--- src/rtl/dma2d_addr_gen.sv ---
module dma2d_addr_gen #(
  parameter int AW = 32,
  parameter int LW = 16
) (
  input  logic          clk,
  input  logic          rst_n,
  input  logic          start,
  input  logic          abort,
  input  logic [AW-1:0] cfg_base,
  input  logic [LW-1:0] cfg_xcnt,
  input  logic [LW-1:0] cfg_stride,
  input  logic [LW-1:0] cfg_ycnt,
  input  logic          cfg_loop,
  output logic          beat_valid,
  input  logic          beat_ready,
  output logic [AW-1:0] beat_addr,
  output logic          done_pulse,
  output logic          half_irq
);
  localparam int RW = 2 * LW + 1;

  typedef enum logic [1:0] {S_IDLE, S_RUN, S_DONE} st_t;

  st_t           st_q;
  logic [AW-1:0] base_q, line_q, addr_q;
  logic [LW-1:0] xlen_q, stride_q, ylen_q, xi_q, yi_q;
  logic [RW-1:0] pos_q, region_q, half_q;
  logic          loop_q, irq_q;

  wire           loop_sel = cfg_loop && (cfg_xcnt == '0);
  wire           empty_sel = !cfg_loop && (cfg_xcnt == '0);
  wire [LW:0]    lines_n = {1'b0, cfg_ycnt} + (LW+1)'(1);
  wire [RW-1:0]  region_n = RW'(cfg_stride) * RW'(lines_n);
  wire           last_x = (xi_q == xlen_q - LW'(1));
  wire           last_y = (yi_q == ylen_q);
  wire [RW-1:0]  pos_nx = pos_q + RW'(1);
  wire           wrap = (pos_nx == region_q);
  wire [AW-1:0]  next_line = line_q + AW'(stride_q);

  always_ff @(posedge clk or negedge rst_n) begin
    if (!rst_n) begin
      st_q     <= S_IDLE;
      base_q   <= '0;
      line_q   <= '0;
      addr_q   <= '0;
      xlen_q   <= '0;
      stride_q <= '0;
      ylen_q   <= '0;
      xi_q     <= '0;
      yi_q     <= '0;
      pos_q    <= '0;
      region_q <= '0;
      half_q   <= '0;
      loop_q   <= 1'b0;
      irq_q    <= 1'b0;
    end else begin
      irq_q <= 1'b0;
      if (abort) begin
        st_q <= S_IDLE;
      end else begin
        case (st_q)
          S_IDLE: if (start) begin
            base_q   <= cfg_base;
            line_q   <= cfg_base;
            addr_q   <= cfg_base;
            xlen_q   <= cfg_xcnt;
            stride_q <= cfg_stride;
            ylen_q   <= cfg_ycnt;
            xi_q     <= '0;
            yi_q     <= '0;
            pos_q    <= '0;
            region_q <= region_n;
            half_q   <= region_n >> 1;
            loop_q   <= loop_sel;
            st_q     <= empty_sel ? S_DONE : S_RUN;
          end
          S_RUN: if (beat_ready) begin
            if (loop_q) begin
              irq_q  <= wrap || (pos_nx == half_q);
              pos_q  <= wrap ? '0 : pos_nx;
              addr_q <= wrap ? base_q : addr_q + AW'(1);
            end else if (last_x) begin
              xi_q <= '0;
              if (last_y) begin
                st_q <= S_DONE;
              end else begin
                yi_q   <= yi_q + LW'(1);
                line_q <= next_line;
                addr_q <= next_line;
              end
            end else begin
              xi_q   <= xi_q + LW'(1);
              addr_q <= addr_q + AW'(1);
            end
          end
          default: st_q <= S_IDLE;
        endcase
      end
    end
  end

  assign beat_valid = (st_q == S_RUN);
  assign beat_addr  = addr_q;
  assign done_pulse = (st_q == S_DONE);
  assign half_irq   = irq_q;
endmodule

--- config.mk ---
export PLATFORM = sky130hd
export DESIGN_NAME = dma2d_addr_gen
export DESIGN_NICKNAME = d
export VERILOG_FILES = /design/src/rtl/dma2d_addr_gen.sv
export SDC_FILE = /design/constraint.sdc
export NUM_CORES = 1
export LEC_CHECK = 0
export ABC_CLOCK_PERIOD_IN_PS = 4200
export BUFFER_PORTS_ARGS = -buffer_cell sky130_fd_sc_hd__buf_2
export CAP_MARGIN = 15
export CORE_UTILIZATION = 64
export DETAILED_ROUTE_END_ITERATION = 10
export GPL_TIMING_DRIVEN = 0
export PLACE_DENSITY = 0.84
export SLEW_MARGIN = 20
export SYNTH_ARGS = -nofsm -noshare
export SYNTH_HDL_FRONTEND = slang
export SYNTH_SLANG_ARGS = --single-unit
--- constraint.sdc ---
create_clock -name clk -period 4.2 [get_ports clk]
set_input_delay 0.84 -clock clk [delete_from_list [all_inputs] [get_ports clk]]
set_output_delay 0.84 -clock clk [all_outputs]
set_load 0.02 [all_outputs]
## After elaboration in Yosys (flattened, before gate mapping)

Index checks and enable logic that the tools add are counted.

| storage, ports and cells | value |
|---|---|
| output and inout port bits | 35 |
| input port bits | 86 |
| bits in registers | 278 |

| cells by class | value |
|---|---|
| mux-type cells | 38 |
| bitwise gates (word level) | 1 |
| reductions and logical operators | 13 |
| equality and inequality tests | 18 |
| $add $sub $neg | 7 |
| multipliers | 1 |

Operators by type and width:

| kind | count |
|---|---|
| two-way mux 32 bit | 9 |
| two-way mux 33 bit | 4 |
| two-way mux 16 bit | 8 |
| case mux 32 bit (2 select lines) | 2 |
| case mux 33 bit (2 select lines) | 1 |
| case mux 16 bit (2 select lines) | 2 |
| adder 33 x 1 -> 33 bit (second input constant) | 1 |
| equality test 33 x 32 -> 1 bit | 1 |
| equality test 33 bit | 1 |
| multiplier 16 x 17 -> 33 bit | 1 |
| adder 16 x 1 -> 16 bit (second input constant) | 2 |
| adder 32 x 1 -> 32 bit (second input constant) | 1 |
| adder 32 x 16 -> 32 bit | 1 |
| equality test 16 bit | 2 |
| AND reduction 5 bit | 4 |
| adder 16 x 1 -> 17 bit (second input constant) | 1 |
| zero test 16 bit | 1 |
| subtractor 16 x 1 -> 16 bit (second input constant) | 1 |
| two-way mux 2 bit | 7 |
| != test 3 x 2 -> 1 bit (second input constant) | 3 |
| AND reduction 7 bit | 1 |
| != test 2 x 1 -> 1 bit (second input constant) | 3 |
| != test 2 bit (second input constant) | 3 |
| != test 3 bit (second input constant) | 2 |
| 12 further kinds | 16 |

## Longest topological paths before layout

| logic depth | value |
|---|---|
| depth after elaboration | 7 |
| gate-level depth with buffers | 31 |
| mapped depth without buffers | 30 |

## Worst setup path after synthesis

Ideal clock, no wire load.

| timing path | value |
|---|---|
| path type | in2reg |
| start | input port cfg_ycnt[0] |
| end | register region_q[32] |
| path slack | -3345 ps |
| data arrival time | 7411 ps |
| buffers on the path | 1 |
| stages | 29 |
| cell sequence | ha_1 -> nand2_1 -> nor2_1 -> nand4_1 -> inv_1 -> nand4_1 -> xnor2_1 -> clkbuf_1 -> nand2_1 -> fa_1 -> fa_1 -> fa_1 -> inv_1 -> fa_1 -> fa_1 -> inv_1 -> fa_1 -> inv_1 -> ha_1 -> a21oi_1 -> o21bai_1 -> a21o_1 -> a221o_1 -> a2111o_1 -> nand3_1 -> nand3_1 -> a31oi_1 -> xnor2_1 -> o21ai_0 |

| on the way | value |
|---|---|
| word-level cells in the longest chain between the ends | 2 |

RTL lines:

| what | line | text |
|---|---|---|
| from (decl) | 12 | `input logic [LW-1:0] cfg_ycnt,` |
| adder 16 x 1 -> 17 bit | 32 | `wire [LW:0] lines_n = {1'b0, cfg_ycnt} + (LW+1)'(1);` |
| multiplier 16 x 17 -> 33 bit | 33 | `wire [RW-1:0] region_n = RW'(cfg_stride) * RW'(lines_n);` |
| to (signal assigned) | 72 | `region_q <= region_n;` |
| to (decl) | 27 | `logic [RW-1:0] pos_q, region_q, half_q;` |

Every way passes these cells.
A chain may end at the register's enable or synchronous reset.

## Final worst setup path

Ends and elaborated chain as after synthesis.

==> impl_metrics.toml <==
[clock_tree]
cts_inserted_buffers = 28
ctsRootBufferMaster = "clkbuf_16"
cts_tree = "built"
clock_latency_ns = 0.58
htree_levels = 1
clk_pin_slew_ns = 0.07
numClockSinks = 246
cts_hold_buf = 0
clockBufferDepth = 3

[synth]
netlist_instances = 3058
synth_top_cell_area_share = 0.2421
yosys-top-cells-area = "dfrtp_1 (24%), fa_1 (16%), nand2_1 (8.6%)"
syn_area_mm2 = 0.02543
synth_edf_count = 0
ys_async_sr_fraction = 1.000
yosys_warnings = 0
syn_area_per_cell_um2 = 8.315
synth-seq-cells = 246
yosysSeqAreaShare = 0.2421
yosys.area.top_type = "dfrtp_1"
netlist-cell-type-count = 82
synth_nets = 3480
synthFlopType = "dfrtp_1"

[layout]
design_area_mm2 = 0.02960
nFillCells = 2719
area_growth_pct = 16.42
nets = 3714
drive_gt1_frac = 0.1473

[global_routing]
met3_usage = 0.09621
grt_pass1_vias = 24622
met2_usage = 0.6768
gr-total-overflow = 0
busiest_layer = "met2"
antenna_found_initial = 0
track_usage = 0.4309
grt_pass1_wl_um = 135800
grt_max_degree = 98
grtUsageMet1 = 0.5647

[critical_path]
crit_fanout = 10
worstSetupPathType = "input port to register"
cp.required_ns = 4.63
start_kind = "input port"
cp-end-kind = "register"
rr_worst_depth = 14
cp.arrival_ns = 7.59

[placed_design]
port-buffer-count = 113
dpl.hpwl_um = 64170
dp_slack_ns = -4.185
place_congestion = 1.021
placed_area_mm2 = 0.02708

[route]
ant_nets = 0
wl_um = 88220
viasPerCell = 6.454
drtIter0Drc = 2833
avgRoutedWirePerCell_um = 23.02
drcViolationCount = 0
via_count = 24732
drt_pre_antenna_iters = 6

[floorplanning]
coreArea_mm2 = 0.03892
ios = 121
start_util = 0.6534
rows = 72
die_h_um = 201.3
die-area_mm2 = 0.04053
die_width_um = 201.3

[sta]
hold_viol = 0
fmax_mhz = 139.6
tns_ns = -62.41
max_slew.worst_pin.slew_ns = 1.011
fin_skew_ns = 0.03357
period_share = 1.706
layout_min_cycle_time_ns = 7.163
finalSetupViolCount = 28
finalMaxSlewViolations = 0
rsz0062_at_grt = "yes"
slew_headroom = 0.3263
finalWorstSetupSlack_ns = -2.963

[run_status]
status = "finished, violations left"
failed_checks = "setup timing"

[min_path]
hold_class = "input port to asynchronous set/reset pin"

[pwr]
total_power_mw = 26.09
p_leak_nw = 13.84
p_per_area_mw_per_mm2 = 881.4
vdd_drop_max_uv = 1236

[job]
cap_viol_max_count = 0
cells by family after synthesis:
| kind of cell | Yosys count | share of synthesized area |
|---|---|---|
| simple gates | 1253 | 0.2376 |
| compound gates | 504 | 0.1276 |
| buf+inv | 441 | 0.06648 |
| fa+ha+maj | 336 | 0.2270 |
| flops | 246 | 0.2421 |
| xor+xnor | 236 | 0.08188 |
| mux | 42 | 0.01732 |
routing by layer:
metal,part of all wire,vias up
li1,-,10683
met1,0.38,11936
met2,0.45,1734
met3,0.12,379
met4,0.056,0
met5,0,-
final cells by class:
cell class	count	area [um2]	area share
Antenna cell	1	2.502	0.00008453
Buffer	160	775.7	0.02620
Clock buffer	35	778.2	0.02629
Clock inverter	16	247.7	0.008369
Inverter	278	1044	0.03525
Multi-Input combinational cell	2371	18510	0.6254
Sequential cell	246	6158	0.2080
Tap cell	518	648.1	0.02189
Timing Repair Buffer	207	1435	0.04848
power by group:
group / internal, mW / switching [mW]
Combinational: 8.76 / 10.5
Clock: 1.68 / 1.09
Sequential: 3.13 / 0.892
Total: 13.6 / 12.5
Yosys cell counts, types with 21 or more instances:
cell type and count:
buf_2 21, a21o_1 24, xnor2_1 150, and3_1 40, nor2b_1 26, inv_1 278
nor2_1 170, nand2b_1 26, nor4_1 25, fa_1 209, o21ai_0 155, xor2_1 85
nand3_1 69, ha_1 127, nor3_1 51, a31oi_1 36, mux2i_1 26, and2_1 130
dfrtp_1 246, o211ai_1 21, a21oi_1 97, nand4_1 38, nand2_1 584, clkbuf_1 133
state kept, by name, indices dropped and copies added, names as in the netlist:
signal	count
line_q	32
yi_q	16
xi_q	16
beat_addr	32
base_q	32
half_irq	1
pos_q	33
stride_q	16
ylen_q	16
xlen_q	16
st_q	2
region_q	33
loop_q	1
worst paths after layout:
path                                         from                         to  slack [ns]
max reg2reg                  pos_q[8]$_DFFE_PN0P_       pos_q[6]$_DFFE_PN0P_        0.12
min                                         rst_n  beat_addr[25]$_DFFE_PN0P_        0.24
min reg2reg                base_q[20]$_DFFE_PN0P_     base_q[20]$_DFFE_PN0P_        0.48
max                                   cfg_ycnt[0]   region_q[32]$_DFFE_PN0P_       -2.96
max in group asynchronous                   rst_n       yi_q[11]$_DFFE_PN0P_        2.98
min in group clk           base_q[20]$_DFFE_PN0P_     base_q[20]$_DFFE_PN0P_        0.48
timing repair:
action | in CTS | in global routing
endpoints found under the setup margin | 145 | 136
gates cloned | 1 | 0
buffers inserted | 64 | 26
gates resized for setup | 135 | 70
pin swaps | 82 | 44
metrics by stage:
step,util,hold slack [ns],std cells
finish,0.7607,0.2418,3832
global route,0.7606,0.2946,3831
CTS,0.7499,0.2677,3806
detailed placement,0.6960,0.4605,3692
global placement,0.6938,0.4563,3689
floorplan,-,0.4369,3058
worst max-delay path, stage by stage:
cell and delay (ns):
buf_12 0.12, ha_4 0.17, buf_4 0.14, xor2_1 0.56, clkbuf_2 0.39, nand2_1 0.13, fa_1 0.53, fa_1 0.50
inv_1 0.06, fa_1 0.50, fa_1 0.51, fa_1 0.52, inv_2 0.04, fa_1 0.52, inv_2 0.05, ha_4 0.23
a21oi_2 0.15, o21bai_1 0.07, a21o_1 0.20, a221o_1 0.34, a2111o_1 0.34, nand3_2 0.11, nand3_2 0.07, a31oi_2 0.22
xnor2_1 0.18, o21ai_1 0.08
placed cells by master (no fill, tap or decap), types with 85 or more instances in the layout:
| cell | synthesis | final |
|---|---|---|
| inv_1 | 278 | 260 |
| nand2_1 | 584 | 563 |
| xnor2_1 | 150 | 139 |
| nor2_1 | 170 | 161 |
| o21ai_0 | 155 | 135 |
| dfrtp_1 | 246 | 244 |
| buf_2 | 21 | 125 |
| fa_1 | 209 | 197 |
| ha_1 | 127 | 112 |
| buf_4 | 2 | 85 |
| and2_1 | 130 | 127 |
| clkbuf_1 | 133 | 101 |
| a21oi_1 | 97 | 91 |
No activity file was read; power rests on OpenSTA's default activity.
